### src/rtl/amo_pkg.sv
package amo_pkg;

    localparam int DATA_W = 64;
    localparam int HALF_W = DATA_W / 2;
    localparam int FC_W   = 5;

    typedef enum logic [2:0] {
        ST_IDLE,
        ST_READ,
        ST_CALC,
        ST_WRITE,
        ST_RESP,
        ST_FAULT
    } amo_state_e;

    typedef enum logic [1:0] {
        CAUSE_NONE    = 2'd0,
        CAUSE_ALIGN   = 2'd1,
        CAUSE_ILLEGAL = 2'd2,
        CAUSE_STORAGE = 2'd3
    } amo_cause_e;

    typedef enum logic [2:0] {
        OP_ADD,
        OP_XOR,
        OP_OR,
        OP_AND,
        OP_SWAP
    } amo_op_e;

endpackage

### src/rtl/amo_decode.sv
module amo_decode
    import amo_pkg::*;
(
    input  logic [FC_W-1:0] fc,
    input  logic            dword,
    input  logic [2:0]      addr_lo,
    output amo_op_e         op,
    output amo_cause_e      cause
);

    logic       misaligned;
    amo_cause_e code_class;

    always_comb begin
        misaligned = dword ? (addr_lo != 3'd0) : (addr_lo[1:0] != 2'd0);
    end

    always_comb begin
        op         = OP_ADD;
        code_class = CAUSE_NONE;
        unique case (fc)
            5'd0:  op = OP_ADD;
            5'd1:  op = OP_XOR;
            5'd2:  op = OP_OR;
            5'd3:  op = OP_AND;
            5'd8:  op = OP_SWAP;
            5'd4, 5'd5, 5'd6, 5'd7,
            5'd16, 5'd24, 5'd25, 5'd28:
                   code_class = CAUSE_ILLEGAL;
            default:
                   code_class = CAUSE_STORAGE;
        endcase
    end

    // Alignment is judged before the function code.
    always_comb begin
        if (misaligned) begin
            cause = CAUSE_ALIGN;
        end else begin
            cause = code_class;
        end
    end

endmodule

### src/rtl/amo_combine.sv
module amo_combine
    import amo_pkg::*;
#(
    parameter int W = 64
) (
    input  amo_op_e      op,
    input  logic [W-1:0] mem_val,
    input  logic [W-1:0] operand,
    output logic [W-1:0] result
);

    always_comb begin
        unique case (op)
            OP_ADD:  result = mem_val + operand;
            OP_XOR:  result = mem_val ^ operand;
            OP_OR:   result = mem_val | operand;
            OP_AND:  result = mem_val & operand;
            OP_SWAP: result = operand;
            default: result = mem_val;
        endcase
    end

endmodule

### src/rtl/amo_alu.sv
module amo_alu
    import amo_pkg::*;
(
    input  amo_op_e           op,
    input  logic              dword,
    input  logic              hi_sel,
    input  logic [DATA_W-1:0] old_line,
    input  logic [DATA_W-1:0] operand,
    output logic [DATA_W-1:0] new_line,
    output logic [DATA_W-1:0] old_ext
);

    localparam int N_WIDTHS = 2;

    logic [HALF_W-1:0] old_half;
    logic [HALF_W-1:0] new_half;
    logic [DATA_W-1:0] new_full;

    always_comb begin
        old_half = hi_sel ? old_line[DATA_W-1:HALF_W] : old_line[HALF_W-1:0];
    end

    // One combiner per supported operand width.
    for (genvar g = 0; g < N_WIDTHS; g++) begin : g_width
        if (g == 0) begin : g_half
            amo_combine #(.W(HALF_W)) comb_i (
                .op      (op),
                .mem_val (old_half),
                .operand (operand[HALF_W-1:0]),
                .result  (new_half)
            );
        end else begin : g_full
            amo_combine #(.W(DATA_W)) comb_i (
                .op      (op),
                .mem_val (old_line),
                .operand (operand),
                .result  (new_full)
            );
        end
    end

    always_comb begin
        if (dword) begin
            new_line = new_full;
            old_ext  = old_line;
        end else begin
            old_ext = {{HALF_W{1'b0}}, old_half};
            if (hi_sel) begin
                new_line = {new_half, old_line[HALF_W-1:0]};
            end else begin
                new_line = {old_line[DATA_W-1:HALF_W], new_half};
            end
        end
    end

endmodule

### src/rtl/amo_mem.sv
module amo_mem
    import amo_pkg::*;
#(
    parameter int DEPTH = 16,
    localparam int IDX_W = (DEPTH > 1) ? $clog2(DEPTH) : 1
) (
    input  logic              clk,
    input  logic              rst_n,
    input  logic              rd_en,
    input  logic [IDX_W-1:0]  rd_idx,
    output logic [DATA_W-1:0] rd_data,
    input  logic              wr_en,
    input  logic [IDX_W-1:0]  wr_idx,
    input  logic [DATA_W-1:0] wr_data
);

    logic [DATA_W-1:0] lines [DEPTH];

    always_ff @(posedge clk or negedge rst_n) begin
        if (!rst_n) begin
            for (int i = 0; i < DEPTH; i++) begin
                lines[i] <= '0;
            end
        end else if (wr_en) begin
            lines[wr_idx] <= wr_data;
        end
    end

    always_ff @(posedge clk or negedge rst_n) begin
        if (!rst_n) begin
            rd_data <= '0;
        end else if (rd_en) begin
            rd_data <= lines[rd_idx];
        end
    end

    // A read and a write never overlap: the sequencer separates them.
    p_no_rw_overlap_r10: assert property (@(posedge clk) disable iff (!rst_n)
        !(rd_en && wr_en));

endmodule

### src/rtl/amo_fetch_unit.sv
module amo_fetch_unit
    import amo_pkg::*;
#(
    parameter int DEPTH = 16,
    localparam int IDX_W  = (DEPTH > 1) ? $clog2(DEPTH) : 1,
    localparam int ADDR_W = IDX_W + 3
) (
    input  logic              clk,
    input  logic              rst_n,
    input  logic              req_valid,
    input  logic [ADDR_W-1:0] req_addr,
    input  logic [FC_W-1:0]   req_fc,
    input  logic              req_dword,
    input  logic [DATA_W-1:0] req_operand,
    output logic              busy,
    output logic              rsp_valid,
    output logic [DATA_W-1:0] rsp_data,
    output logic              fault_valid,
    output logic [1:0]        fault_cause
);

    amo_state_e state_q, state_d;

    amo_op_e    dec_op;
    amo_cause_e dec_cause;

    logic              accept;
    logic [IDX_W-1:0]  lat_idx;
    logic              lat_hi;
    logic              lat_dword;
    amo_op_e           lat_op;
    amo_cause_e        lat_cause;
    logic [DATA_W-1:0] lat_operand;
    logic [DATA_W-1:0] old_q;
    logic [DATA_W-1:0] new_q;

    logic              mem_rd_en;
    logic              mem_we;
    logic [DATA_W-1:0] mem_rd_data;
    logic [DATA_W-1:0] alu_new;
    logic [DATA_W-1:0] alu_old;

    amo_decode dec_i (
        .fc      (req_fc),
        .dword   (req_dword),
        .addr_lo (req_addr[2:0]),
        .op      (dec_op),
        .cause   (dec_cause)
    );

    amo_mem #(.DEPTH(DEPTH)) mem_i (
        .clk     (clk),
        .rst_n   (rst_n),
        .rd_en   (mem_rd_en),
        .rd_idx  (lat_idx),
        .rd_data (mem_rd_data),
        .wr_en   (mem_we),
        .wr_idx  (lat_idx),
        .wr_data (new_q)
    );

    amo_alu alu_i (
        .op       (lat_op),
        .dword    (lat_dword),
        .hi_sel   (lat_hi),
        .old_line (mem_rd_data),
        .operand  (lat_operand),
        .new_line (alu_new),
        .old_ext  (alu_old)
    );

    assign accept = req_valid && (state_q == ST_IDLE);

    // Next-state selection
    always_comb begin
        state_d = state_q;
        unique case (state_q)
            ST_IDLE: begin
                if (req_valid) begin
                    state_d = (dec_cause == CAUSE_NONE) ? ST_READ : ST_FAULT;
                end
            end
            ST_READ:  state_d = ST_CALC;
            ST_CALC:  state_d = ST_WRITE;
            ST_WRITE: state_d = ST_RESP;
            ST_RESP:  state_d = ST_IDLE;
            ST_FAULT: state_d = ST_IDLE;
            default:  state_d = ST_IDLE;
        endcase
    end

    // State register
    always_ff @(posedge clk or negedge rst_n) begin
        if (!rst_n) begin
            state_q <= ST_IDLE;
        end else begin
            state_q <= state_d;
        end
    end

    // Request capture and read-modify-write datapath
    always_ff @(posedge clk or negedge rst_n) begin
        if (!rst_n) begin
            lat_idx     <= '0;
            lat_hi      <= 1'b0;
            lat_dword   <= 1'b0;
            lat_op      <= OP_ADD;
            lat_cause   <= CAUSE_NONE;
            lat_operand <= '0;
            old_q       <= '0;
            new_q       <= '0;
        end else begin
            if (accept) begin
                lat_idx     <= req_addr[ADDR_W-1:3];
                lat_hi      <= req_addr[2];
                lat_dword   <= req_dword;
                lat_op      <= dec_op;
                lat_cause   <= dec_cause;
                lat_operand <= req_operand;
            end
            if (state_q == ST_CALC) begin
                old_q <= alu_old;
                new_q <= alu_new;
            end
        end
    end

    // Outputs decoded from the state
    always_comb begin
        busy        = 1'b1;
        mem_rd_en   = 1'b0;
        mem_we      = 1'b0;
        rsp_valid   = 1'b0;
        rsp_data    = '0;
        fault_valid = 1'b0;
        fault_cause = CAUSE_NONE;
        unique case (state_q)
            ST_IDLE:  busy = 1'b0;
            ST_READ:  mem_rd_en = 1'b1;
            ST_CALC:  ;
            ST_WRITE: mem_we = 1'b1;
            ST_RESP: begin
                rsp_valid = 1'b1;
                rsp_data  = old_q;
            end
            ST_FAULT: begin
                fault_valid = 1'b1;
                fault_cause = lat_cause;
            end
            default:  busy = 1'b0;
        endcase
    end

    p_rsp_pulse_r11: assert property (@(posedge clk) disable iff (!rst_n)
        rsp_valid |=> (!rsp_valid && !busy));

    p_fault_pulse_r9: assert property (@(posedge clk) disable iff (!rst_n)
        fault_valid |=> (!fault_valid && !busy));

    p_no_dual_r9: assert property (@(posedge clk) disable iff (!rst_n)
        !(rsp_valid && fault_valid));

    p_write_then_rsp_r9: assert property (@(posedge clk) disable iff (!rst_n)
        mem_we |=> rsp_valid);

    p_fault_has_cause_r9: assert property (@(posedge clk) disable iff (!rst_n)
        fault_valid |-> (fault_cause != 2'd0));

    p_zero_ext_r5: assert property (@(posedge clk) disable iff (!rst_n)
        (rsp_valid && !lat_dword) |-> (rsp_data[DATA_W-1:HALF_W] == '0));

    p_busy_hold_r10: assert property (@(posedge clk) disable iff (!rst_n)
        (busy && !rsp_valid && !fault_valid) |=> busy);

    p_idle_accept_r10: assert property (@(posedge clk) disable iff (!rst_n)
        (!busy && req_valid) |=> busy);

endmodule

### config.mk
export PLATFORM = sky130hd
export DESIGN_NAME = amo_fetch_unit
export DESIGN_NICKNAME = d
export VERILOG_FILES = /design/src/rtl/amo_pkg.sv /design/src/rtl/amo_decode.sv /design/src/rtl/amo_combine.sv /design/src/rtl/amo_alu.sv /design/src/rtl/amo_mem.sv /design/src/rtl/amo_fetch_unit.sv
export SDC_FILE = /design/constraint.sdc
export NUM_CORES = 2
export LEC_CHECK = 0
export CAP_MARGIN = 20
export CORE_MARGIN = 1.5
export CORE_UTILIZATION = 38
export CTS_CLUSTER_SIZE = 10
export DETAILED_ROUTE_END_ITERATION = 16
export SYNTH_ARGS = -nofsm -noshare
export SYNTH_HDL_FRONTEND = slang
export SYNTH_SLANG_ARGS = --single-unit
export TNS_END_PERCENT = 10
### constraint.sdc
create_clock -name clk -period 5.4 [get_ports clk]
set_input_delay 0.81 -clock clk [delete_from_list [all_inputs] [get_ports clk]]
set_output_delay 0.81 -clock clk [all_outputs]
set_load 0.005 [all_outputs]
==> out/metrics.yaml <==
status:
  outcome: "finished with violations"
  violations: "hold timing"
clocking:
  clk_pin_slew_ps: 70
  post_cts_buffers: 0
  clk_latency_ps: 840
  htree_levels: 4
  cts_sinks: 1294
  cts.repair.resized: 0
  clockBufferDepth: 3
  cts-buffers-inserted: 155
  cts_hold_buf: 0
  cts_tree: "built"
  cts_root_buf: "clkbuf_16"
detailed_routing:
  wl_mm: 253
  first_iter_violations: 5798
  dr.pass1.iters: 5
  vias: 50900
  wl_per_cell_um: 30.5
  vias_per_cell: 6.13
  postRouteAntennaNets: 0
  drc: 0
floorplan:
  fp.dieH_um: 431
  die_area_mm2: 0.186
  fp-row-count: 156
  coreArea_mm2: 0.181
  ios: 149
  die_x_um: 431
  start_util: 0.384
cells_and_area:
  nets: 6142
  layout_commonest_cell: "dfrtp_1"
  drive_gt1_frac: 0.304
  seq_area_mm2: 0.0324
  final_area_mm2: 0.0785
  multi_input_area_mm2: 0.0345
  syn2layout_area_growth_pct: 12.8
  final_cell_mix: "1284 x dfrtp_1, 1033 x mux2_2, 467 x nand2_1"
  fillers: 16700
grt:
  met2_usage: 0.414
  use_met3: 0.0450
  grt_max_degree: 165
  grt.total_usage: 0.271
  grt_pass1_vias: 50800
  use_met1: 0.387
  grt_busiest_layer: "met2"
  antenna_found_initial: 22
  overflow: 0
  grt_pass1_wl_mm: 369
sta:
  drv_slew: 0
  setup_violations: 0
  worst_slew_pin_slew_ps: 1090
  fin_crit_ps: 4670
  hold_viol_final: 6
  fin_crit_sh: 0.865
  fin_hold_ws_ps: -5.57
  finalClockSkew_ps: 79.0
  setup_tns_ps: 0
  fmax_mhz: 214
  final.setup.worst_slack_ps: 727
  relSlewSlack: 0.272
  grt_setup_unrepaired: "no"
power_and_ir_drop:
  cellLeakagePower_nw: 36.4
  p_comb_frac: 0.413
  p_switching_mw: 18.6
  p_int_mw: 25.2
  p_sw_frac: 0.425
  clkPwrFrac: 0.223
  power-per-cell-area_mw_per_mm2: 558
  ir_drop_uv: 346
  power_mw: 43.8
  pwr-share-seq: 0.364
setup_path:
  path_class: "register to register"
  critPathBufInv: 1
  slowest_delay_ps: 720
  path_delay_family: "compound AO/OA/AOI/OAI gates"
  worstSetupEndpointType: "register"
  worstPathRequired_ps: 6110
  cp_cell_sequence: "buf_4 > mux2i_1 > ha_1 > and3_1 > and3_1 > nand4_1 > a211oi_1 > o21ai_0 > a21o_1 > a32o_1 > o221ai_1 > o211ai_1"
  critPathMaxFanout: 28
  cp_slowest_cell: "dfrtp_4"
  worstSetupStartpointType: "register"
  cpMostUsedCell: "and3_1"
  worst-endpoint-arrival_ps: 5390
yosys:
  async_reset_ff_frac: 1.00
  yosys_register_bits: 1294
  synth_area_mm2: 0.0695
  synth_nets: 6162
  yosysSeqAreaShare: 0.466
  netlist_instances: 5881
  synth_cell_type_count: 103
  yosys_most_used_dff: "dfrtp_1"
  synth_edf_count: 0
  yosysWarnings: 0
  synth_area_per_cell_um2: 11.8
placed_design:
  place_area_mm2: 0.0738
  gp_congestion: 1.01
  io_buffers: 148
  place_ws_ps: 744
  dp_hpwl_mm: 172
job:
  maxCapViolCount: 0
min_path:
  min_path_type: "input port to async pin"
[per-layer routing]
layer	share of wire	vias to the layer above
li1	-	21400
met1	0.44	26800
met2	0.45	2226
met3	0.072	441
met4	0.041	8
met5	0.00023	-
[power by group through the flow]
stage / registers, mW / logic (mW) / clock network (mW)
final: 15.9 / 18.1 / 9.78
after global routing: 16.3 / 19.2 / 10.4
after CTS: 15.8 / 17.8 / 9.98
after detailed placement: 16.0 / 17.7 / 0
after global placement: 15.8 / 17.6 / 0
after floorplan: 13.9 / 12.7 / 0
[state kept, by name, indices dropped and copies added, names as in the netlist]
register,count
state_q,3
old_q,64
lat_dword,1
mem_i.rd_data,64
lat_operand,64
lat_idx,4
lat_hi,1
mem_i.lines,1024
lat_cause,2
lat_op,3
new_q,64
[synth_stat cells (all sizes together) (11+ instances only)]
library cell | number | share of area
a21boi | 12 | 0.0013
nor3 | 43 | 0.0035
a211oi | 42 | 0.0048
o31ai | 17 | 0.0019
a21oi | 306 | 0.022
ha | 199 | 0.036
inv | 208 | 0.011
o211ai | 49 | 0.0055
and3 | 90 | 0.0081
nand3 | 85 | 0.0061
o21ai | 439 | 0.032
a21o | 43 | 0.0046
nor2 | 249 | 0.013
o22ai | 30 | 0.0027
buf | 121 | 0.0086
dfrtp | 1294 | 0.47
xnor2 | 30 | 0.0038
clkbuf | 366 | 0.020
a31oi | 29 | 0.0026
o221ai | 29 | 0.0037
mux2 | 1036 | 0.17
mux4 | 322 | 0.10
xor2 | 27 | 0.0034
a221oi | 26 | 0.0035
nand4 | 30 | 0.0029
o21a | 13 | 0.0014
o2111ai | 11 | 0.0015
o21bai | 16 | 0.0017
mux2i | 52 | 0.0075
nand2 | 475 | 0.026
nor2b | 11 | 0.00099
a22oi | 15 | 0.0016
or3 | 22 | 0.0020
[cell type report]
| cell class | instances | share of cell area |
|---|---|---|
| antenna | 5 | 0.000159 |
| clock buffer | 190 | 0.0523 |
| clock inverter | 28 | 0.00703 |
| inverter | 210 | 0.0101 |
| multi-input combinational | 3889 | 0.440 |
| sequential | 1294 | 0.413 |
| tap | 2370 | 0.0378 |
| timing repair buffer | 311 | 0.0395 |
[final timing paths]
path,start,end,slack [ps],depth (start not counted)
max,lat_hi$_DFFE_PN0P_,new_q[62]$_DFFE_PN0N_,730,12
min,rst_n,mem_i.lines[593]$_DFFE_PN0P_,-6,1
max reg2reg,lat_hi$_DFFE_PN0P_,new_q[62]$_DFFE_PN0N_,730,12
min reg2reg,old_q[52]$_DFFE_PN0N_,old_q[52]$_DFFE_PN0N_,460,2
max in group asynchronous,rst_n,mem_i.lines[893]$_DFFE_PN0P_,3900,2
min in group clk,old_q[52]$_DFFE_PN0N_,old_q[52]$_DFFE_PN0N_,460,2
[stage by stage]
| stage | util | cells |
|---|---|---|
| 4_1_cts | 0.433 | 8291 |
| 2_1_floorplan | - | 5881 |
| 3_5_place_dp | 0.407 | 8073 |
| 3_3_place_gp | 0.407 | 8073 |
| 6_report | 0.433 | 8297 |
| 5_1_grt | 0.433 | 8293 |
[worst reg2reg max path: cells and delay by family, from the launching register on]
kind | cells | cell delay, ps
mux | 1 | 500
compound gates | 6 | 1690
fa+ha+maj | 1 | 370
simple gates | 3 | 810
flops | 1 | 720
buf+inv | 1 | 520
[cells by family after synthesis]
group           Yosys count  share of synthesized area
xor+xnor                 57                    0.00718
compound gates         1167                      0.103
fa+ha+maj               202                     0.0365
mux                    1410                      0.280
buf+inv                 698                     0.0405
simple gates           1053                     0.0680
flops                  1294                      0.466
(Power assumes the default switching activity.)
